[config.mk]
export PLATFORM = sky130hd
export DESIGN_NAME = rail_sequencer
export DESIGN_NICKNAME = d
export VERILOG_FILES = /design/src/rtl/seq_pkg.sv /design/src/rtl/seq_sync.sv /design/src/rtl/seq_prescaler.sv /design/src/rtl/seq_step_timer.sv /design/src/rtl/seq_fsm.sv /design/src/rtl/rail_sequencer.sv
export SDC_FILE = /design/constraint.sdc
export NUM_CORES = 1
export LEC_CHECK = 0
export BUFFER_PORTS_ARGS = -buffer_cell sky130_fd_sc_hd__buf_2
export CAP_MARGIN = 15
export CELL_PAD_IN_SITES_DETAIL_PLACEMENT = 1
export CELL_PAD_IN_SITES_GLOBAL_PLACEMENT = 2
export CORE_ASPECT_RATIO = 1.75
export CORE_MARGIN = 2
export CORE_UTILIZATION = 34
export DETAILED_ROUTE_END_ITERATION = 10
export PLACE_DENSITY = 0.83
export SYNTH_ARGS = -nofsm -noshare
export SYNTH_HDL_FRONTEND = slang
export SYNTH_SLANG_ARGS = --single-unit
[constraint.sdc]
create_clock -name clk -period 0.95 [get_ports clk]
set_clock_uncertainty 0.05 [all_clocks]
set_input_delay 0.19 -clock clk [delete_from_list [all_inputs] [get_ports clk]]
set_output_delay 0.19 -clock clk [all_outputs]
set_load 0.005 [all_outputs]
[src/rtl/seq_pkg.sv]
package seq_pkg;
  localparam int NUM_RAILS = 3;

  typedef enum logic [1:0] {
    LVL_NONE = 2'd0,
    LVL_ONE  = 2'd1,
    LVL_TWO  = 2'd2,
    LVL_ALL  = 2'd3
  } level_e;
endpackage

[src/rtl/seq_sync.sv]
module seq_sync #(
  parameter int STAGES = 2
) (
  input  logic clk,
  input  logic rst_n,
  input  logic d_in,
  output logic q_out
);
  logic [STAGES-1:0] sh_q;

  always_ff @(posedge clk or negedge rst_n) begin
    if (!rst_n) sh_q <= '0;
    else        sh_q <= {sh_q[STAGES-2:0], d_in};
  end

  assign q_out = sh_q[STAGES-1];
endmodule

[src/rtl/seq_prescaler.sv]
module seq_prescaler #(
  parameter int PRESCALE = 24
) (
  input  logic clk,
  input  logic rst_n,
  input  logic restart,
  output logic tick
);
  localparam int PW = (PRESCALE > 1) ? $clog2(PRESCALE) : 1;
  localparam logic [PW-1:0] LAST = PW'(PRESCALE - 1);

  logic [PW-1:0] cnt_q, cnt_d;

  assign tick = (cnt_q == LAST);

  always_comb begin
    if (restart || tick) cnt_d = '0;
    else                 cnt_d = cnt_q + 1'b1;
  end

  always_ff @(posedge clk or negedge rst_n) begin
    if (!rst_n) cnt_q <= '0;
    else        cnt_q <= cnt_d;
  end

  generate
    if (PRESCALE > 1) begin : g_chk
      AST_TICK_RESTART: assert property (@(posedge clk) disable iff (!rst_n)
        restart |=> !tick);
    end
  endgenerate
endmodule

[src/rtl/seq_step_timer.sv]
module seq_step_timer #(
  parameter int STEP_TICKS = 1250
) (
  input  logic clk,
  input  logic rst_n,
  input  logic restart,
  input  logic tick,
  output logic done
);
  localparam int TW = (STEP_TICKS > 1) ? $clog2(STEP_TICKS) : 1;
  localparam logic [TW-1:0] LAST = TW'(STEP_TICKS - 1);

  logic [TW-1:0] cnt_q, cnt_d;
  logic          cnt_en;

  assign done   = tick && (cnt_q == LAST);
  assign cnt_en = restart || tick;

  always_comb begin
    cnt_d = cnt_q;
    if (restart || done) cnt_d = '0;
    else if (tick)       cnt_d = cnt_q + 1'b1;
  end

  always_ff @(posedge clk or negedge rst_n) begin
    if (!rst_n)      cnt_q <= '0;
    else if (cnt_en) cnt_q <= cnt_d;
  end

  generate
    if (STEP_TICKS > 1) begin : g_chk
      AST_NO_EARLY_DONE: assert property (@(posedge clk) disable iff (!rst_n)
        restart |=> !done);
    end
  endgenerate
endmodule

[src/rtl/seq_fsm.sv]
module seq_fsm
  import seq_pkg::*;
(
  input  logic   clk,
  input  logic   rst_n,
  input  logic   enr,
  input  logic   step_done,
  output logic   restart,
  output level_e level
);
  level_e level_q, level_d;
  logic   dir_q;
  logic   turn, can_move, advance;

  assign turn     = (enr != dir_q);
  assign can_move = enr ? (level_q != LVL_ALL) : (level_q != LVL_NONE);
  assign advance  = step_done && !turn && can_move;
  assign restart  = turn || advance;
  assign level    = level_q;

  always_comb begin
    level_d = level_q;
    if (advance) begin
      if (enr) level_d = level_e'(level_q + 2'd1);
      else     level_d = level_e'(level_q - 2'd1);
    end
  end

  always_ff @(posedge clk or negedge rst_n) begin
    if (!rst_n) begin
      level_q <= LVL_NONE;
      dir_q   <= 1'b0;
    end else begin
      level_q <= level_d;
      dir_q   <= enr;
    end
  end

  AST_UP_NEEDS_EN: assert property (@(posedge clk) disable iff (!rst_n)
    (level_q > $past(level_q)) |-> $past(enr));
  AST_DOWN_NEEDS_OFF: assert property (@(posedge clk) disable iff (!rst_n)
    (level_q < $past(level_q)) |-> !$past(enr));
endmodule

[src/rtl/rail_sequencer.sv]
module rail_sequencer
  import seq_pkg::*;
#(
  parameter int OSC_HZ   = 500000,
  parameter int PRESCALE = 24,
  parameter int STEP_MS  = 60
) (
  input  logic       clk,
  input  logic       rst_n,
  input  logic       en_in,
  output logic [2:0] rail_hold_low,
  output logic [2:0] seq_status
);
  localparam int STEP_TICKS = (OSC_HZ * STEP_MS) / (PRESCALE * 1000);

  logic [1:0] rst_sync_q;
  logic       rst_i_n;
  logic       por_ok;
  logic       en_sync;
  logic       enr;
  logic       tick, done, restart;
  level_e     level;

  // reset: asynchronous assertion, synchronous release
  always_ff @(posedge clk or negedge rst_n) begin
    if (!rst_n) rst_sync_q <= '0;
    else        rst_sync_q <= {rst_sync_q[0], 1'b1};
  end
  assign rst_i_n = rst_sync_q[1];

  always_ff @(posedge clk or negedge rst_i_n) begin
    if (!rst_i_n) por_ok <= 1'b0;
    else          por_ok <= 1'b1;
  end

  seq_sync #(.STAGES(2)) u_en_sync (
    .clk(clk), .rst_n(rst_i_n), .d_in(en_in), .q_out(en_sync)
  );

  assign enr = en_sync && por_ok;

  seq_prescaler #(.PRESCALE(PRESCALE)) u_presc (
    .clk(clk), .rst_n(rst_i_n), .restart(restart), .tick(tick)
  );

  seq_step_timer #(.STEP_TICKS(STEP_TICKS)) u_timer (
    .clk(clk), .rst_n(rst_i_n), .restart(restart), .tick(tick), .done(done)
  );

  seq_fsm u_fsm (
    .clk(clk), .rst_n(rst_i_n), .enr(enr), .step_done(done),
    .restart(restart), .level(level)
  );

  generate
    for (genvar i = 0; i < NUM_RAILS; i++) begin : g_rail
      assign rail_hold_low[i] = !(level > level_e'(i));
    end
  endgenerate

  assign seq_status = {enr, level};

  AST_POR_HOLD: assert property (@(posedge clk) disable iff (!rst_i_n)
    !por_ok |-> (rail_hold_low == 3'b111));
  AST_ONE_RAIL: assert property (@(posedge clk) disable iff (!rst_i_n)
    $countones(rail_hold_low ^ $past(rail_hold_low)) <= 1);
  AST_RELEASE_NEEDS_ENR: assert property (@(posedge clk) disable iff (!rst_i_n)
    (|($past(rail_hold_low) & ~rail_hold_low)) |-> $past(enr));
  AST_HOLD_NEEDS_DROP: assert property (@(posedge clk) disable iff (!rst_i_n)
    (|(~$past(rail_hold_low) & rail_hold_low)) |-> !$past(enr));
endmodule

## Yosys cells after proc, flatten, opt, wreduce, memory -nomap -nowiden

Cells that the tools add are included.

- Bits in registers: 24
- Bits in latches: 0
- RAM bits: 0
- Memory bits (read-only): 0
- Input bits: 3
- Output and inout bits: 6
- Word-level logic and storage cells: 37
- Memories: 0

- $add $sub $neg: 4
- Multipliers: 0
- Divide/modulo/power cells: 0
- $lt $le $gt $ge: 3
- Equal/unequal tests: 4
- Shift operators: 0
- Multiplexer cells: 5
- Bitwise operators: 0
- Reductions and logical operators: 14

Operator list:

| operator | number |
|---|---|
| $mux W11 | 2 |
| $add A11 B1 Y11 const B | 1 |
| $eq A11 B11 Y1 const B | 1 |
| $add A5 B1 Y5 const B | 1 |
| $eq A5 B5 Y1 const B | 1 |
| $mux W5 | 1 |
| $gt A2 B1 Y1 const B | 2 |
| $logic_and A1 B1 Y1 | 4 |
| $logic_not A1 Y1 | 4 |
| $reduce_bool A2 Y1 | 2 |
| $logic_or A1 B1 Y1 | 3 |
| $add A2 B1 Y2 const B | 1 |
| $gt A2 B2 Y1 const B | 1 |
| $mux W2 | 1 |
| $ne A2 B2 Y1 const B | 1 |
| $reduce_and A2 Y1 | 1 |
| $sub A2 B1 Y2 const B | 1 |
| $mux W1 | 1 |
| $ne A1 B1 Y1 | 1 |

## Logic depth before layout (Yosys ltp)

Gate-level depths: netlist of run 1.

- Word-level depth: 9
- Depth in mapped cells: 7
- Gate-level depth less buffers: 6

## Modules after synthesis

Synthesis of run 1 repeated with hierarchy kept, for this count alone.

- Cell total of the unflattened synthesis: 109
- Area total of the unflattened synthesis: 1187.4 µm²

By module, submodules not included:

| module | times used | cells each | area an instance (µm²) | seq. area each (µm²) |
|---|---|---|---|---|
| seq_step_timer | 1 | 63 | 630.6 | 275.3 |
| seq_prescaler | 1 | 18 | 244.0 | 125.1 |
| seq_fsm | 1 | 17 | 158.9 | 75.1 |
| rail_sequencer | 1 | 9 | 103.8 | 75.1 |
| seq_sync | 1 | 2 | 50.0 | 50.0 |

## Worst setup path before layout of run 1

OpenSTA, ideal clock, no wires.

- Path type: register to register
- From: register u_presc.cnt_q[0]
- To: register u_timer.cnt_q[10]
- Library setup time: 0.078 ns
- Data arrival time: 1.645 ns
- Slack: -0.823 ns
- Cell stages (with the launch flop): 7
- Path buffers: 1
- Period minus slack after synthesis: 1.773 ns
- Cells stage by stage: dfrtp_1 -> ha_1 -> nand4b_2 -> and3_1 -> buf_6 -> or4_1 -> a21oi_1

- Cells in the longest elaborated chain, start to end: 8
- Elaborated cells between the ends (all ways): 10
- Classes of those cells: eq/ne: 1; mux: 1; reduce/logical: 8

RTL lines:

| item | RTL line | source |
|---|---|---|
| from (decl) | seq_prescaler.sv:12 | `logic [PW-1:0] cnt_q, cnt_d;` |
| from (signal assigned) | seq_prescaler.sv:23 | `else cnt_q <= cnt_d;` |
| $eq A5 B5 Y1 * | seq_prescaler.sv:14 | `assign tick = (cnt_q == LAST);` |
| $logic_and A1 B1 Y1 | seq_step_timer.sv:16 | `assign done = tick && (cnt_q == LAST);` |
| $logic_and A1 B1 Y1 (2 in a row) | seq_fsm.sv:17 | `assign advance = step_done && !turn && can_move;` |
| $logic_or A1 B1 Y1 | seq_fsm.sv:18 | `assign restart = turn \|\| advance;` |
| $logic_or A1 B1 Y1 | seq_step_timer.sv:21 | `if (restart \|\| done) cnt_d = '0;` |
| $reduce_bool A2 Y1 (no source line) | - |  |
| $reduce_and A2 Y1 (no source line) | - |  |
| to (signal assigned) | seq_step_timer.sv:27 | `else if (cnt_en) cnt_q <= cnt_d;` |
| to (decl) | seq_step_timer.sv:13 | `logic [TW-1:0] cnt_q, cnt_d;` |

Every way passes the cells marked *; elsewhere a longest branch is shown, timed or not.
A chain may end at the register's enable or synchronous reset.

## Worst setup path in the final report of run 1

- From: register u_timer.cnt_q[1]
- To: register u_fsm.level_q[1] (netlist: u_fsm.level[1])

- Cells in the longest elaborated chain, start to end: 4

RTL lines:

| item | RTL line | source |
|---|---|---|
| $eq A11 B11 Y1 | seq_step_timer.sv:16 |  |
| $logic_and A1 B1 Y1 | seq_step_timer.sv:16 |  |
| $logic_and A1 B1 Y1 (2 in a row) | seq_fsm.sv:17 |  |
| to (signal assigned) | seq_fsm.sv:34 | `level_q <= level_d;` |
| to (decl) | seq_fsm.sv:11 | `level_e level_q, level_d;` |

No other way between the ends.

==> results.py, run 1 <==
metrics = {
    "run_status": {
        "outcome": "complete, but fails checks",
        "violations": "setup timing",
    },
    "sta": {
        "finalHoldViolations": 0,
        "finalCriticalPeriod_ps": 1954,
        "rsz0062_at_grt": "true",
        "fin_crit_sh": 2.057,
        "slew_viol_final": 0,
        "fmax_mhz": 511.7,
        "tns_ps": -16820,
        "finalSetupViolCount": 25,
        "layout_setup_ws_ps": -1004,
        "timing.hold.ws_ps": 174.5,
    },
    "route": {
        "wirelength_um": 4682,
        "drc": 0,
        "drt-vias-per-instance": 5.353,
        "vias": 1183,
        "drt-pass1-iter-count": 4,
        "wl_per_cell_um": 21.19,
        "drt_iter0_markers": 39,
        "ant_nets": 0,
    },
    "global_routing": {
        "antenna_found_initial": 0,
        "grt_overflow": 0,
        "gr-usage-met3": 0.02338,
        "grtUsageMet2": 0.4384,
        "met1_usage": 0.2352,
        "grt_pass1_wl_um": 6589,
        "grt_pass1_vias": 1288,
        "gr-usage-all-layers": 0.2263,
        "grt_max_degree": 23,
        "grt_busiest_layer": "met2",
    },
    "cts": {
        "clock-sinks": 24,
        "clk_transition_reported_paths_ps": 90,
        "cts_root_buffer": "clkbuf_8",
        "clockBufferDepth": 2,
        "cts_max_level": 1,
        "cts_tree": "yes",
        "numCtsBuffers": 3,
        "insertion_delay_ps": 270,
    },
    "setup_path": {
        "path_cells": "inv_1 -> ha_2 -> nor4bb_4 -> nand4b_1 -> a21oi_2 -> mux2i_2",
        "startpoint_type": "flop",
        "path_class": "reg2reg",
        "cp.required_ps": 1080,
        "endpoint_kind": "flop",
        "crit_buf_inv": 1,
        "worst-r2r-setup-slack_ps": -1000,
        "worstPathMaxFanout": 4,
        "arrival_ps": 2090,
        "crit_slowest_cell": "dfrtp_1",
        "crit_family": "simple AND/OR/NAND/NOR gates",
        "cpPeakStageDelay_ps": 420,
    },
    "finish": {
        "multi_input_area_um2": 787.0,
        "fillers": 358,
        "layout_commonest_cell": "buf_4",
        "antenna_cells": 0,
        "drive_above_1_share": 0.5966,
        "layout_common_cells": "39 x buf_4, 23 x dfrtp_1, 16 x buf_6",
        "syn_to_final_growth_pct": 75.18,
        "nets": 187,
        "regArea_um2": 601.8,
    },
    "power_and_ir_drop": {
        "leakagePower_nw": 0.9471,
        "irDropWorstVdd_uv": 1286,
        "p_total_mw": 2.684,
        "p_per_area_nw_per_um2": 1293,
    },
    "job": {
        "maxCapViolations": 0,
    },
    "place": {
        "io_buffers": 8,
        "routabilityCongestion": 0.7763,
        "hpwl_um": 2401,
    },
    "die": {
        "start_util": 0.3523,
        "die_width_um": 48.63,
        "die_h_um": 82.10,
        "dieArea_um2": 3992,
        "row_count": 28,
        "ioPinCount": 9,
        "core_area_um2": 3363,
    },
    "synthesis": {
        "yosysUniqueCellTypes": 31,
        "syn_area_um2": 1185,
        "synthCells": 113,
        "synth_seq_cells": 24,
        "yosysSeqAreaShare": 0.5069,
        "yosysWarnings": 0,
        "avgSynthCellArea_um2": 10.49,
    },
    "hold_path": {
        "min_path_type": "reg2async",
    },
}
## area by class of cell
type / instances / area share
Clock buffer: 3 / 0.01989
Multi-Input combinational cell: 79 / 0.3791
Inverter: 7 / 0.01266
Timing Repair Buffer: 62 / 0.2568
Tap cell: 45 / 0.02712
Sequential cell: 24 / 0.2899
Clock inverter: 1 / 0.01447
## metal layers
metal | up-vias | share of wire
li1 | 522 | -
met1 | 595 | 0.37
met2 | 47 | 0.53
met3 | 19 | 0.038
met4 | 0 | 0.062
met5 | - | 0
## cell families (layout without fill, tap and decap cells)
logic type               count (synthesis)  in the layout  synth area share
AO/OA/AOI/OAI                           20             20            0.1067
AND/OR/NAND/NOR                         42             42            0.2049
buffers and inverters                   11             73           0.04436
adder cells (fa/ha/maj)                  7              7           0.07391
flip-flops                              24             24            0.5069
XOR/XNOR                                 7              7           0.05174
other                                    1              2          0.003165
multiplexers                             1              1          0.008448
## worst register-to-register path: stages (launching register included)
cell and delay (ps):
dfrtp_1 420, inv_1 90, ha_2 170, nor4bb_4 260, nand4b_1 300, a21oi_2 290, mux2i_2 280
## synthesized netlist by cell type
cell | count | share of area
nor2_1 | 6 | 0.019
nand4b_2 | 1 | 0.013
or2_2 | 1 | 0.0053
or4_1 | 5 | 0.032
o21ai_1 | 1 | 0.0042
a21bo_2 | 1 | 0.0084
dfrtp_1 | 24 | 0.51
nor2b_1 | 1 | 0.0053
xnor2_1 | 7 | 0.052
clkbuf_1 | 2 | 0.0063
nor4bb_1 | 1 | 0.0084
or3_1 | 1 | 0.0053
nand2_1 | 9 | 0.029
nand4b_1 | 2 | 0.015
inv_1 | 7 | 0.022
and3_1 | 2 | 0.011
mux2i_1 | 1 | 0.0084
nor3b_1 | 1 | 0.0063
nand3b_1 | 1 | 0.0063
conb_1 | 1 | 0.0032
buf_6 | 1 | 0.0095
a31oi_1 | 3 | 0.016
nand2b_1 | 1 | 0.0053
nand3_1 | 6 | 0.025
nor3_1 | 1 | 0.0042
o31ai_1 | 7 | 0.044
and2_1 | 2 | 0.011
ha_1 | 7 | 0.074
nand4_1 | 1 | 0.0053
a21oi_1 | 8 | 0.034
buf_4 | 1 | 0.0063
## power breakdown
part	leakage (nW)	total, mW	internal [mW]	switching, mW
registers	0.308	1.15	1.08	0.0632
clock network	0.0357	0.921	0.564	0.356
logic	0.603	0.616	0.341	0.275
## sequential cells by signal, summed over array words and instances, names as in the netlist
signal,flops
u_en_sync.sh_q,2
u_timer.cnt_q,11
u_fsm.level,2
u_presc.cnt_q,5
rst_sync_q,2
u_fsm.dir_q,1
por_ok,1
## path summary, 6_finish.rpt
check	start	end	depth (start not counted)
worst max-delay path	u_timer.cnt_q[1]	u_fsm.level[1]	6
min in group clk	u_en_sync.sh_q[0]	u_en_sync.sh_q[1]	0
worst min-delay path	rst_sync_q[1]	u_presc.cnt_q[2]	1
max in group asynchronous	rst_sync_q[1]	u_fsm.level[1]	1
worst min register to register	rst_sync_q[1]	u_presc.cnt_q[2]	1
worst max register to register	u_timer.cnt_q[1]	u_fsm.level[1]	6
## metrics by stage
| stage | setup slack (ps) | util | instances | cell area [µm²] |
|---|---|---|---|---|
| floorplan | -694.9 | - | 114 | 1259 |
| global placement | -622.7 | 0.4714 | 199 | 1585 |
| detailed placement | -697.3 | 0.4714 | 199 | 1585 |
| CTS | -675.3 | 0.5718 | 215 | 1923 |
| global route | -1001 | 0.6172 | 221 | 2076 |
| finish | -1004 | 0.6172 | 221 | 2076 |
## repair_timing
| item | in CTS | in global routing |
|---|---|---|
| pin swaps | 9 | 6 |
| setup endpoints to repair | 24 | 24 |
| hold buffers | 2 | 0 |
| setup buffers | 10 | 10 |
| resized for setup | 37 | 28 |
| endpoints found under the hold margin | 3 | 0 |
| gates cloned | 0 | 0 |
(Power assumes the default switching activity.)
==> run 2, diff against run 1 <==
--- a/config.mk
+++ b/config.mk
@@ -13,6 +13,7 @@
 export CORE_MARGIN = 2
 export CORE_UTILIZATION = 34
 export DETAILED_ROUTE_END_ITERATION = 10
+export GPL_TIMING_DRIVEN = 0
 export PLACE_DENSITY = 0.83
 export SYNTH_ARGS = -nofsm -noshare
 export SYNTH_HDL_FRONTEND = slang
==> results.py, run 2 (synthesized netlist as in run 1, its figures left out) <==
metrics = {
    "sta": {
        "layout_setup_ws_ps": -815.8,
        "tns_ps": -13560,
        "rsz0062_at_grt": "true",
        "finalCriticalPeriod_ps": 1766,
        "worst_slew_pin_slew_ps": 511.3,
        "finalHoldViolations": 0,
        "fin_crit_sh": 1.859,
        "relSlewSlack": 0.6592,
        "fmax_mhz": 566.3,
        "timing.hold.ws_ps": 180.4,
        "slew_viol_final": 0,
        "finalSetupViolCount": 24,
    },
    "cts": {
        "insertion_delay_ps": 270,
        "clk_transition_reported_paths_ps": 90,
        "numCtsBuffers": 3,
        "clockBufferDepth": 2,
        "cts_root_buffer": "clkbuf_8",
        "clock-sinks": 24,
        "cts_tree": "yes",
        "cts_max_level": 1,
    },
    "global_routing": {
        "grt_max_degree": 23,
        "grt_pass1_vias": 1122,
        "antenna_found_initial": 0,
        "grt_overflow": 0,
        "gr-usage-all-layers": 0.1754,
        "grt_pass1_wl_um": 5244,
    },
    "finish": {
        "reg.largest.list": "u_timer.cnt_q (11), u_presc.cnt_q (5)",
        "largest_reg_flops": 11,
        "syn_to_final_growth_pct": 57.44,
        "nets": 162,
        "top_register": "u_timer.cnt_q",
        "antenna_cells": 0,
        "fin_cells": 196,
        "layout_commonest_cell": "dfrtp_1",
        "stdcell_area_um2": 1866,
        "drive_above_1_share": 0.5364,
        "layout_common_cells": "21 x dfrtp_1, 17 x buf_4, 11 x buf_6",
        "fin_util": 0.5547,
    },
    "route": {
        "drt-pass1-iter-count": 4,
        "drt_iter0_markers": 10,
        "wirelength_um": 3633,
        "wl_per_cell_um": 18.54,
        "drc": 0,
        "drt-vias-per-instance": 5.168,
        "ant_nets": 0,
        "vias": 1013,
    },
    "setup_path": {
        "crit_buf_inv": 1,
        "path_cells": "ha_4 -> nand4b_4 -> buf_6 -> nand4b_1 -> a21oi_2 -> mux2i_1",
        "r2r_cells": 6,
        "crit_family": "flip-flops",
        "cpPeakStageDelay_ps": 410,
        "cp.required_ps": 1080,
        "path_class": "reg2reg",
        "crit_slowest_cell": "dfrtp_1",
        "arrival_ps": 1900,
        "critPathLaunch": "u_presc.cnt_q[1]",
        "worst-r2r-setup-slack_ps": -820,
        "worstPathMaxFanout": 3,
        "reg2reg_from": "u_presc.cnt_q[1]",
        "r2r-end": "u_fsm.level[1]",
        "startpoint_type": "flop",
        "endpoint_kind": "flop",
    },
    "power_and_ir_drop": {
        "leakagePower_nw": 0.7903,
        "irDropWorstVdd_uv": 1135,
        "p_per_area_nw_per_um2": 1314,
    },
    "die": {
        "ioPinCount": 9,
        "row_count": 28,
        "core_area_um2": 3363,
        "dieArea_um2": 3992,
        "start_util": 0.3523,
        "die_width_um": 48.63,
        "die_h_um": 82.10,
    },
    "place": {
        "postPlaceCellArea_um2": 1355,
        "placed_cells": 167,
        "routabilityCongestion": 0.7293,
        "io_buffers": 8,
        "hpwl_um": 1976,
    },
    "run_status": {
        "violations": "setup timing",
        "outcome": "complete, but fails checks",
    },
    "hold_path": {
        "min_path_type": "in2async",
    },
    "job": {
        "maxCapViolations": 0,
    },
}
[run 2: cell count changes in the layout (fill, tap and decap cells not counted), moves of 3 or more]
cell     before  now
buf_6        16   11
o31ai_1       5    1
o31ai_4       2    5
buf_4        39   17
[run 2: through the flow]
stage / power [mW] / setup WS, ps
after floorplan: 1.354 / -694.9
final: 2.452 / -815.8
after CTS: 2.386 / -721.0
after detailed placement: 1.431 / -867.8
after global placement: 1.396 / -780.3
after global routing: 2.535 / -922.0
[run 2: worst max path at each step]
| stage | endpoint | slack (ps) | depth (start not counted) |
|---|---|---|---|
| 6_report | u_fsm.level[1] | -820 | 6 |
| 5_1_grt | u_fsm.level[1] | -920 | 6 |
| 4_1_cts | u_timer.cnt_q[7] | -720 | 5 |
| 3_5_place_dp | u_timer.cnt_q[6] | -870 | 6 |
| 3_3_place_gp | u_timer.cnt_q[7] | -780 | 6 |
| 2_1_floorplan | u_timer.cnt_q[6] | -690 | 6 |
[run 2: area by class of cell]
type	instances	area, µm²
Sequential cell	24	604.3
Tap cell	45	56.30
Clock inverter	1	30.03
Clock buffer	3	41.29
Multi-Input combinational cell	79	763.2
Timing Repair Buffer	34	295.3
Buffer	3	46.29
Inverter	7	28.78
Fill cell	367	1498
[run 2: metal layers]
metal / part of all wire / track usage / up-vias
met4: 0.032 / 0.09143 / 0
met1: 0.35 / 0.1669 / 511
met2: 0.60 / 0.3575 / 19
met3: 0.022 / 0.02518 / 11
met5: 0 / 0 / -
li1: - / - / 472
[run 2: power breakdown]
group | switching [mW] | internal, mW | leakage (nW) | total [mW]
Sequential | 0.103 | 1.08 | 0.307 | 1.19
Combinational | 0.154 | 0.192 | 0.448 | 0.346
Clock | 0.355 | 0.564 | 0.0357 | 0.919
[run 2: repair_timing]
action / in CTS / in global routing
hold buffers: 2 / 0
buffers inserted: 13 / 10
cloned: 1 / 0
pin swaps: 11 / 9
endpoints found under the setup margin: 46 / 24
endpoints found under the hold margin: 3 / 0
resized for setup: 31 / 29
[run 2: worst reg2reg max path: cells and delay by family, from the launching register on]
kind,cells,cell delay [ps]
flops,1,410
simple gates,2,380
mux,1,270
compound gates,1,240
fa+ha+maj,1,170
buf+inv,1,150
